**config.mk**
```make
export PLATFORM = sky130hd
export DESIGN_NAME = burst_col_gen
export DESIGN_NICKNAME = d
export VERILOG_FILES = /design/src/rtl/burst_col_gen_pkg.sv /design/src/rtl/bcg_len_decode.sv /design/src/rtl/bcg_addr_calc.sv /design/src/rtl/bcg_ctrl.sv /design/src/rtl/burst_col_gen.sv
export SDC_FILE = /design/constraint.sdc
export NUM_CORES = 1
export LEC_CHECK = 0
export CORE_UTILIZATION = 55
export DETAILED_ROUTE_END_ITERATION = 6
export PLACE_DENSITY = 0.85
export SLEW_MARGIN = 20
export SYNTH_ARGS = -nofsm -noshare
export SYNTH_HDL_FRONTEND = slang
export SYNTH_SLANG_ARGS = --single-unit
```
**constraint.sdc**
```tcl
create_clock -name clk -period 3.1 [get_ports clk]
set_input_delay 0.62 -clock clk [delete_from_list [all_inputs] [get_ports clk]]
set_output_delay 0.62 -clock clk [all_outputs]
set_load 0.02 [all_outputs]
```
**src/rtl/burst_col_gen_pkg.sv**
```systemverilog
package burst_col_gen_pkg;
  // burst length codes seen on go_len
  typedef enum logic [2:0] {
    LEN_1    = 3'd0,
    LEN_2    = 3'd1,
    LEN_4    = 3'd2,
    LEN_8    = 3'd3,
    LEN_PAGE = 3'd7
  } len_code_t;
endpackage

```
**src/rtl/bcg_len_decode.sv**
```systemverilog
module bcg_len_decode
  import burst_col_gen_pkg::*;
#(
  parameter int COL_W = 9
) (
  input  logic [2:0]       len_code,
  output logic [COL_W-1:0] low_mask,
  output logic             page_mode
);
  // low_mask marks the column bits that move during the burst; its value
  // also equals the index of the final beat of a fixed burst
  always_comb begin
    low_mask  = '0;
    page_mode = 1'b0;
    case (len_code)
      LEN_2:    low_mask = COL_W'(1);
      LEN_4:    low_mask = COL_W'(3);
      LEN_8:    low_mask = COL_W'(7);
      LEN_PAGE: begin
        low_mask  = '1;
        page_mode = 1'b1;
      end
      default:  low_mask = '0;  // one beat, also for unused codes
    endcase
  end
endmodule

```
**src/rtl/bcg_addr_calc.sv**
```systemverilog
module bcg_addr_calc #(
  parameter int COL_W = 9
) (
  input  logic [COL_W-1:0] base_col,
  input  logic [COL_W-1:0] low_mask,
  input  logic [COL_W-1:0] beat_idx,
  input  logic             xor_order,
  output logic [COL_W-1:0] beat_col
);
  logic [COL_W-1:0] wrap_sum;
  logic [COL_W-1:0] xor_mix;

  assign wrap_sum = base_col + beat_idx;
  assign xor_mix  = base_col ^ beat_idx;

  // each bit either moves with the beat index or keeps the start value
  for (genvar b = 0; b < COL_W; b++) begin : g_bit
    always_comb begin
      if (!low_mask[b])
        beat_col[b] = base_col[b];
      else if (xor_order)
        beat_col[b] = xor_mix[b];
      else
        beat_col[b] = wrap_sum[b];
    end
  end
endmodule

```
**src/rtl/bcg_ctrl.sv**
```systemverilog
module bcg_ctrl #(
  parameter int COL_W = 9
) (
  input  logic             clk,
  input  logic             rst,
  input  logic             go,
  input  logic [COL_W-1:0] go_col,
  input  logic             go_ilv,
  input  logic [COL_W-1:0] go_mask,
  input  logic             go_page,
  input  logic             stop,
  input  logic [COL_W-1:0] nxt_col,
  output logic [COL_W-1:0] base_q,
  output logic [COL_W-1:0] mask_q,
  output logic [COL_W-1:0] beat_inc,
  output logic             ilv_q,
  output logic [COL_W-1:0] col_q,
  output logic             busy_q,
  output logic             last_q
);
  logic [COL_W-1:0] beat_q;
  logic             page_q;

  assign beat_inc = beat_q + COL_W'(1);

  always_ff @(posedge clk) begin
    if (rst) begin
      busy_q <= 1'b0;
      last_q <= 1'b0;
      beat_q <= '0;
      base_q <= '0;
      mask_q <= '0;
      ilv_q  <= 1'b0;
      page_q <= 1'b0;
      col_q  <= '0;
    end else if (go) begin
      busy_q <= 1'b1;
      beat_q <= '0;
      base_q <= go_col;
      mask_q <= go_mask;
      ilv_q  <= go_ilv & ~go_page;
      page_q <= go_page;
      col_q  <= go_col;
      last_q <= ~go_page & (go_mask == '0);
    end else if (stop || (busy_q && last_q)) begin
      busy_q <= 1'b0;
      last_q <= 1'b0;
    end else if (busy_q) begin
      beat_q <= beat_inc;
      col_q  <= nxt_col;
      last_q <= ~page_q & (beat_inc == mask_q);
    end
  end

  a_r7_last_needs_busy: assert property (@(posedge clk) disable iff (rst)
    last_q |-> busy_q);
  a_r2_first_beat: assert property (@(posedge clk) disable iff (rst)
    go |=> (busy_q && col_q == $past(go_col)));
  a_r8_stop_ends: assert property (@(posedge clk) disable iff (rst)
    (stop && !go) |=> !busy_q);
  a_r7_end_after_last: assert property (@(posedge clk) disable iff (rst)
    (busy_q && last_q && !go) |=> !busy_q);
  a_r6_page_no_last: assert property (@(posedge clk) disable iff (rst)
    (busy_q && page_q) |-> !last_q);
  a_r6_page_step: assert property (@(posedge clk) disable iff (rst)
    (busy_q && page_q && $past(busy_q) && !$past(go))
      |-> col_q == $past(col_q) + COL_W'(1));
  a_r4_upper_hold: assert property (@(posedge clk) disable iff (rst)
    (busy_q && !page_q && $past(busy_q) && !$past(go))
      |-> (col_q & ~mask_q) == ($past(col_q) & ~mask_q));
endmodule

```
**src/rtl/burst_col_gen.sv**
```systemverilog
module burst_col_gen #(
  parameter int COL_W = 9
) (
  input  logic             clk,
  input  logic             rst,
  input  logic             burst_go,
  input  logic [COL_W-1:0] go_col,
  input  logic [2:0]       go_len,
  input  logic             go_ilv,
  input  logic             burst_stop,
  output logic [COL_W-1:0] col_out,
  output logic             col_busy,
  output logic             col_last
);
  logic [COL_W-1:0] dec_mask;
  logic             dec_page;
  logic [COL_W-1:0] base_q;
  logic [COL_W-1:0] mask_q;
  logic [COL_W-1:0] beat_inc;
  logic             ilv_q;
  logic [COL_W-1:0] nxt_col;

  bcg_len_decode #(.COL_W(COL_W)) u_dec (
    .len_code  (go_len),
    .low_mask  (dec_mask),
    .page_mode (dec_page)
  );

  bcg_addr_calc #(.COL_W(COL_W)) u_calc (
    .base_col  (base_q),
    .low_mask  (mask_q),
    .beat_idx  (beat_inc),
    .xor_order (ilv_q),
    .beat_col  (nxt_col)
  );

  bcg_ctrl #(.COL_W(COL_W)) u_ctrl (
    .clk      (clk),
    .rst      (rst),
    .go       (burst_go),
    .go_col   (go_col),
    .go_ilv   (go_ilv),
    .go_mask  (dec_mask),
    .go_page  (dec_page),
    .stop     (burst_stop),
    .nxt_col  (nxt_col),
    .base_q   (base_q),
    .mask_q   (mask_q),
    .beat_inc (beat_inc),
    .ilv_q    (ilv_q),
    .col_q    (col_out),
    .busy_q   (col_busy),
    .last_q   (col_last)
  );

  a_r1_idle_no_last: assert property (@(posedge clk) disable iff (rst)
    !col_busy |-> !col_last);
endmodule

```
==> results_tabular.tex, run 1 <==
\begin{tabular}{lr}
\hline
Metric & Value \\
\hline
\multicolumn{2}{l}{\textbf{Worst setup path}} \\
\quad Worst setup path startpoint & u\_ctrl.beat\_q[0]\$\_SDFFE\_PP0P\_ \\
\quad Reg-to-reg setup timing slack & 0.26 ns \\
\quad Cells along the critical path & ha\_1 > nand3\_2 > xnor2\_1 > ha\_1 > a21o\_1 > a21oi\_1 > a21oi\_1 > o2111a\_1 > o21ai\_0 > o41ai\_1 \\
\quad Worst Path Required & $\sim$3.3 ns \\
\quad Cell type of the slowest stage on the worst timing path & sky130\_fd\_sc\_hd\_\_dfxtp\_1 \\
\quad WS Path Type & reg -> reg \\
\quad Kind of capture point of the worst setup path & register \\
\quad Maximum net fanout on the critical path & 6 \\
\quad Critical Path End & u\_ctrl.col\_q[8]\$\_SDFFE\_PP0P\_ \\
\quad Cell count of the worst reg-to-reg path & 10 \\
\quad Worst stage delay on the critical path & roughly 0.46 ns \\
\quad Arrival time of the worst setup path & 3.01 ns \\
\quad R2r startpoint & u\_ctrl.beat\_q[0]\$\_SDFFE\_PP0P\_ \\
\quad Worst r2r dst & u\_ctrl.col\_q[8]\$\_SDFFE\_PP0P\_ \\
\quad Category of the worst setup path launch point & register \\
\multicolumn{2}{l}{\textbf{Job}} \\
\quad Maximum Capacitance Violations & 0 \\
\multicolumn{2}{l}{\textbf{Logic synthesis}} \\
\quad Cell count after synthesis & between 200 and 300 \\
\quad Fraction of registers with async set/reset & 0\% \\
\quad Number of enable-type register cells in the synthesized netlist & 0 \\
\quad Main synth FF type & sky130\_fd\_sc\_hd\_\_dfxtp\_1 \\
\quad Netlist area before placement & 2068 um\^{}2 \\
\quad Total of flip-flops plus latches after synthesis & 34 \\
\quad Count of different cell masters after synthesis & 50 \\
\quad Net count after synthesis & 284 \\
\quad Synth warnings & 0 \\
\quad Sequential-to-total area share from yosys stat & 32.91\% \\
\quad Synth Area per Inst & 8.111 um\^{}2 \\
\multicolumn{2}{l}{\textbf{Timing}} \\
\quad Slew of the pin with the lowest slew margin & 0.5194 ns \\
\quad Worst Skew & 0.004183 ns \\
\quad Number of failing hold endpoints at the final stage & 0 \\
\quad Final number of setup-violating endpoints & 0 \\
\quad Number of pins exceeding their max-slew limit in the final report & 0 \\
\quad WHS & 0.5076 ns \\
\quad RSZ-0062 raised after global routing & false \\
\quad Share of the clock period used by the worst path & 91.49\% \\
\quad Rel. slew slack & 64.48\% \\
\quad Maximum achievable frequency & 352.6 MHz \\
\quad Final-layout setup total negative slack & 0 ns \\
\quad Final critical path time including I/O delays and setup & 2.836 ns \\
\multicolumn{2}{l}{\textbf{Detailed routing}} \\
\quad Routed wire per std cell & 14.82 um \\
\quad Vias after detailed routing & 1874 \\
\quad Number of detailed-route iterations in the first pass & 4 \\
\quad Detail Route Antenna Nets & 0 \\
\quad Remaining DRCs & 0 \\
\quad Total Routed Length & 4786 um \\
\quad Number of DRC violations after detailed-routing iteration 0 & 150 \\
\quad Via density per instance & between 5 and 6 \\
\multicolumn{2}{l}{\textbf{Layout}} \\
\quad Core Util, Final & between 60\% and 70\% \\
\quad Synth-to-Final Area Change & 17.30\% \\
\quad Final net count & 306 \\
\quad Number of diodes added for antenna fixing & 0 \\
\quad Share of layout cells above drive strength 1 & 6.498\% \\
\multicolumn{2}{l}{\textbf{Global route}} \\
\quad Residual overflow from global routing & 0 \\
\quad Wire length of the first global-routing pass & 7866 um \\
\quad Vias in the first global route & 1711 \\
\quad Antenna violations before repair & 0 \\
\quad Pin count of the biggest net entering global routing & 28 \\
\quad Total routing resource utilization after global routing & between 20\% and 30\% \\
\multicolumn{2}{l}{\textbf{Clocking}} \\
\quad CTS H-tree depth & 2 \\
\quad Number of buffers added for setup after CTS & 0 \\
\quad Count of cells resized by post-cts repair & 0 \\
\quad Number of buffers created by CTS & 5 \\
\quad TritonCTS clock tree & done \\
\quad TritonCTS Sinks & 34 \\
\quad Insertion delay to the later sink of the worst-skew pair & 0.29 ns \\
\quad Number of buffers between clock root and the deepest sink & 2 \\
\quad Number of hold buffers added after cts & 0 \\
\quad Clock root buffer & sky130\_fd\_sc\_hd\_\_clkbuf\_8 \\
\quad Clock slew at reported path FFs & 0.07 ns \\
\multicolumn{2}{l}{\textbf{Die}} \\
\quad Die Area & around 4000 um\^{}2 \\
\quad Starting utilization of the core area & 59.63\% \\
\quad Number of top-level design ports & 28 \\
\quad Die height & 63.32 um \\
\quad Standard-cell rows & 21 \\
\quad Overall die width & $\sim$63 um \\
\quad Core Area & 3468 um\^{}2 \\
\multicolumn{2}{l}{\textbf{Status}} \\
\quad Result of the run & completed \\
\multicolumn{2}{l}{\textbf{Placed design}} \\
\quad Number of input and output port buffers inserted & 27 \\
\quad Detailed Place HPWL & $\sim$3400 um \\
\quad Final weighted congestion in routability-driven placement & 0.8616 \\
\multicolumn{2}{l}{\textbf{Power and ir drop}} \\
\quad Areal power density over the cells & 385.9 nW/um\^{}2 \\
\quad Worst-case vdd ir drop & around 280 uV \\
\quad Pleak & slightly below 1 nW \\
\multicolumn{2}{l}{\textbf{Hold path}} \\
\quad Hold/Removal Path Class & reg -> reg \\
\hline
\end{tabular}
[registers in the layout, indices dropped and copies added, names as in the netlist]
register / count
u_ctrl.base_q: 9
u_ctrl.beat_q: 9
u_ctrl.busy_q: 1
u_ctrl.col_q: 9
u_ctrl.ilv_q: 1
u_ctrl.last_q: 1
u_ctrl.mask_q: 4
[report_power, final]
part	internal [mW]	switching [mW]	leakage [nW]
logic	0.0724	0.0758	0.644
clock network	0.155	0.158	0.0383
registers	0.456	0.0192	0.279
total	0.683	0.253	0.961
[cells by family (layout without fill, tap and decap cells)]
family | after synthesis | after routing | synth area share (%)
simple gates | 94 | 94 | 21.90
compound gates | 56 | 56 | 17.30
flops | 34 | 34 | 32.91
buf+inv | 26 | 48 | 5.686
xor+xnor | 24 | 24 | 10.16
fa+ha+maj | 12 | 12 | 7.622
mux | 9 | 9 | 4.416
[through the flow]
| step | cell area [um^2] | setup WS [ns] | total power, mW | cells |
|---|---|---|---|---|
| after floorplan | 2068 | 0.7672 | 0.5686 | 255 |
| after detailed placement | 2350 | 0.3648 | 0.6308 | 316 |
| after global routing | 2426 | 0.09797 | 0.9743 | 323 |
| after CTS | 2426 | 0.3221 | 0.9349 | 323 |
| after global placement | 2350 | 0.3957 | 0.6279 | 316 |
| final | 2426 | 0.2639 | 0.9361 | 323 |
[worst max-delay path, delay by kind of cell, from the launching register on]
kind | cells | cell delay, ns
DFF | 1 | 0.46
xor gates and xnor gates | 1 | 0.32
and+or+nand+nor | 1 | 0.15
AOI/OAI and AO/OA | 6 | 1.14
adders and majority gates | 2 | 0.66
[metal layers]
layer,wire [um],global-route usage [%],vias to the layer above
li1,-,-,937
met1,2193,32.18,851
met2,2168,38.43,69
met3,308,6.341,17
met4,115,11.65,0
met5,0,0,-
[layout by cell type, fill, tap and decap left out, drive strengths merged, types with 2 or more instances in the layout]
cell type      synthesis  layout
a222oi                 2       2
nand3b                 2       2
a21oi                 25      25
nor4                   3       3
clkbuf                11       7
nor2b                  3       3
nor3b                  2       2
nor3                   5       5
nor2                  31      31
xnor2                  8       8
clkdlybuf4s50          0      27
xor2                  16      16
nand3                 11      11
o21ai                  7       7
dfxtp                 34      34
a21o                   2       2
ha                    11      11
buf                    6       5
nand2b                 2       2
nand4                  3       3
mux2i                  8       8
a22oi                  2       2
nand2                 29      29
o211ai                 3       3
inv                    9       9
a31oi                  3       3
[area by class of cell]
type                            instances  area (um^2)
Multi-Input combinational cell        195         1270
Fill cell                             281         1042
Clock buffer                            7        76.32
Timing Repair Buffer                   32        307.8
Sequential cell                        34        680.7
Tap cell                               46        57.56
Inverter                                9        33.78
[worst min-delay path by stage]
stage | cells past startpoint | endpoint | from
after floorplan | 2 | u_ctrl.base_q[8]$_SDFFE_PP0P_ | u_ctrl.base_q[8]$_SDFFE_PP0P_
after global placement | 2 | u_ctrl.base_q[8]$_SDFFE_PP0P_ | u_ctrl.base_q[8]$_SDFFE_PP0P_
after detailed placement | 2 | u_ctrl.base_q[8]$_SDFFE_PP0P_ | u_ctrl.base_q[8]$_SDFFE_PP0P_
after CTS | 2 | u_ctrl.base_q[8]$_SDFFE_PP0P_ | u_ctrl.base_q[8]$_SDFFE_PP0P_
after global routing | 2 | u_ctrl.base_q[1]$_SDFFE_PP0P_ | u_ctrl.base_q[1]$_SDFFE_PP0P_
final | 2 | u_ctrl.col_q[2]$_SDFFE_PP0P_ | u_ctrl.col_q[2]$_SDFFE_PP0P_
[synth_stat cells, drive strengths merged, types with 2 or more instances]
master	count	share of area (%)
dfxtp	34	33
nor2	31	5.6
nand2	29	5.3
a21oi	25	6.0
xor2	16	6.8
clkbuf	11	2.1
ha	11	6.7
nand3	11	2.9
inv	9	1.6
mux2i	8	3.9
xnor2	8	3.4
o21ai	7	1.7
buf	6	1.9
nor3	5	1.5
a31oi	3	0.91
nand4	3	0.91
nor2b	3	0.91
nor4	3	1.2
o211ai	3	1.1
a21o	2	0.73
a222oi	2	0.97
a22oi	2	0.73
nand2b	2	0.60
nand3b	2	0.73
nor3b	2	0.97
No activity file was read; power rests on OpenSTA's default activity.
==> inputs of run 2 (changes only) <==
--- a/config.mk
+++ b/config.mk
@@ -5,10 +5,10 @@
 export SDC_FILE = /design/constraint.sdc
 export NUM_CORES = 1
 export LEC_CHECK = 0
+export CAP_MARGIN = 10
 export CORE_UTILIZATION = 55
 export DETAILED_ROUTE_END_ITERATION = 6
 export PLACE_DENSITY = 0.85
-export SLEW_MARGIN = 20
 export SYNTH_ARGS = -nofsm -noshare
 export SYNTH_HDL_FRONTEND = slang
 export SYNTH_SLANG_ARGS = --single-unit
==> results of run 2 <==
Same layout as run 1: the final DEF is identical, and so are final timing and power.
==> inputs of run 3 (changes only) <==
--- a/config.mk
+++ b/config.mk
@@ -7,6 +7,7 @@
 export LEC_CHECK = 0
 export CAP_MARGIN = 10
 export CORE_UTILIZATION = 55
+export CTS_CLUSTER_SIZE = 28
 export DETAILED_ROUTE_END_ITERATION = 6
 export PLACE_DENSITY = 0.85
 export SYNTH_ARGS = -nofsm -noshare
==> results of run 3 <==
Same layout as run 1: the final DEF is identical, and so are final timing and power.
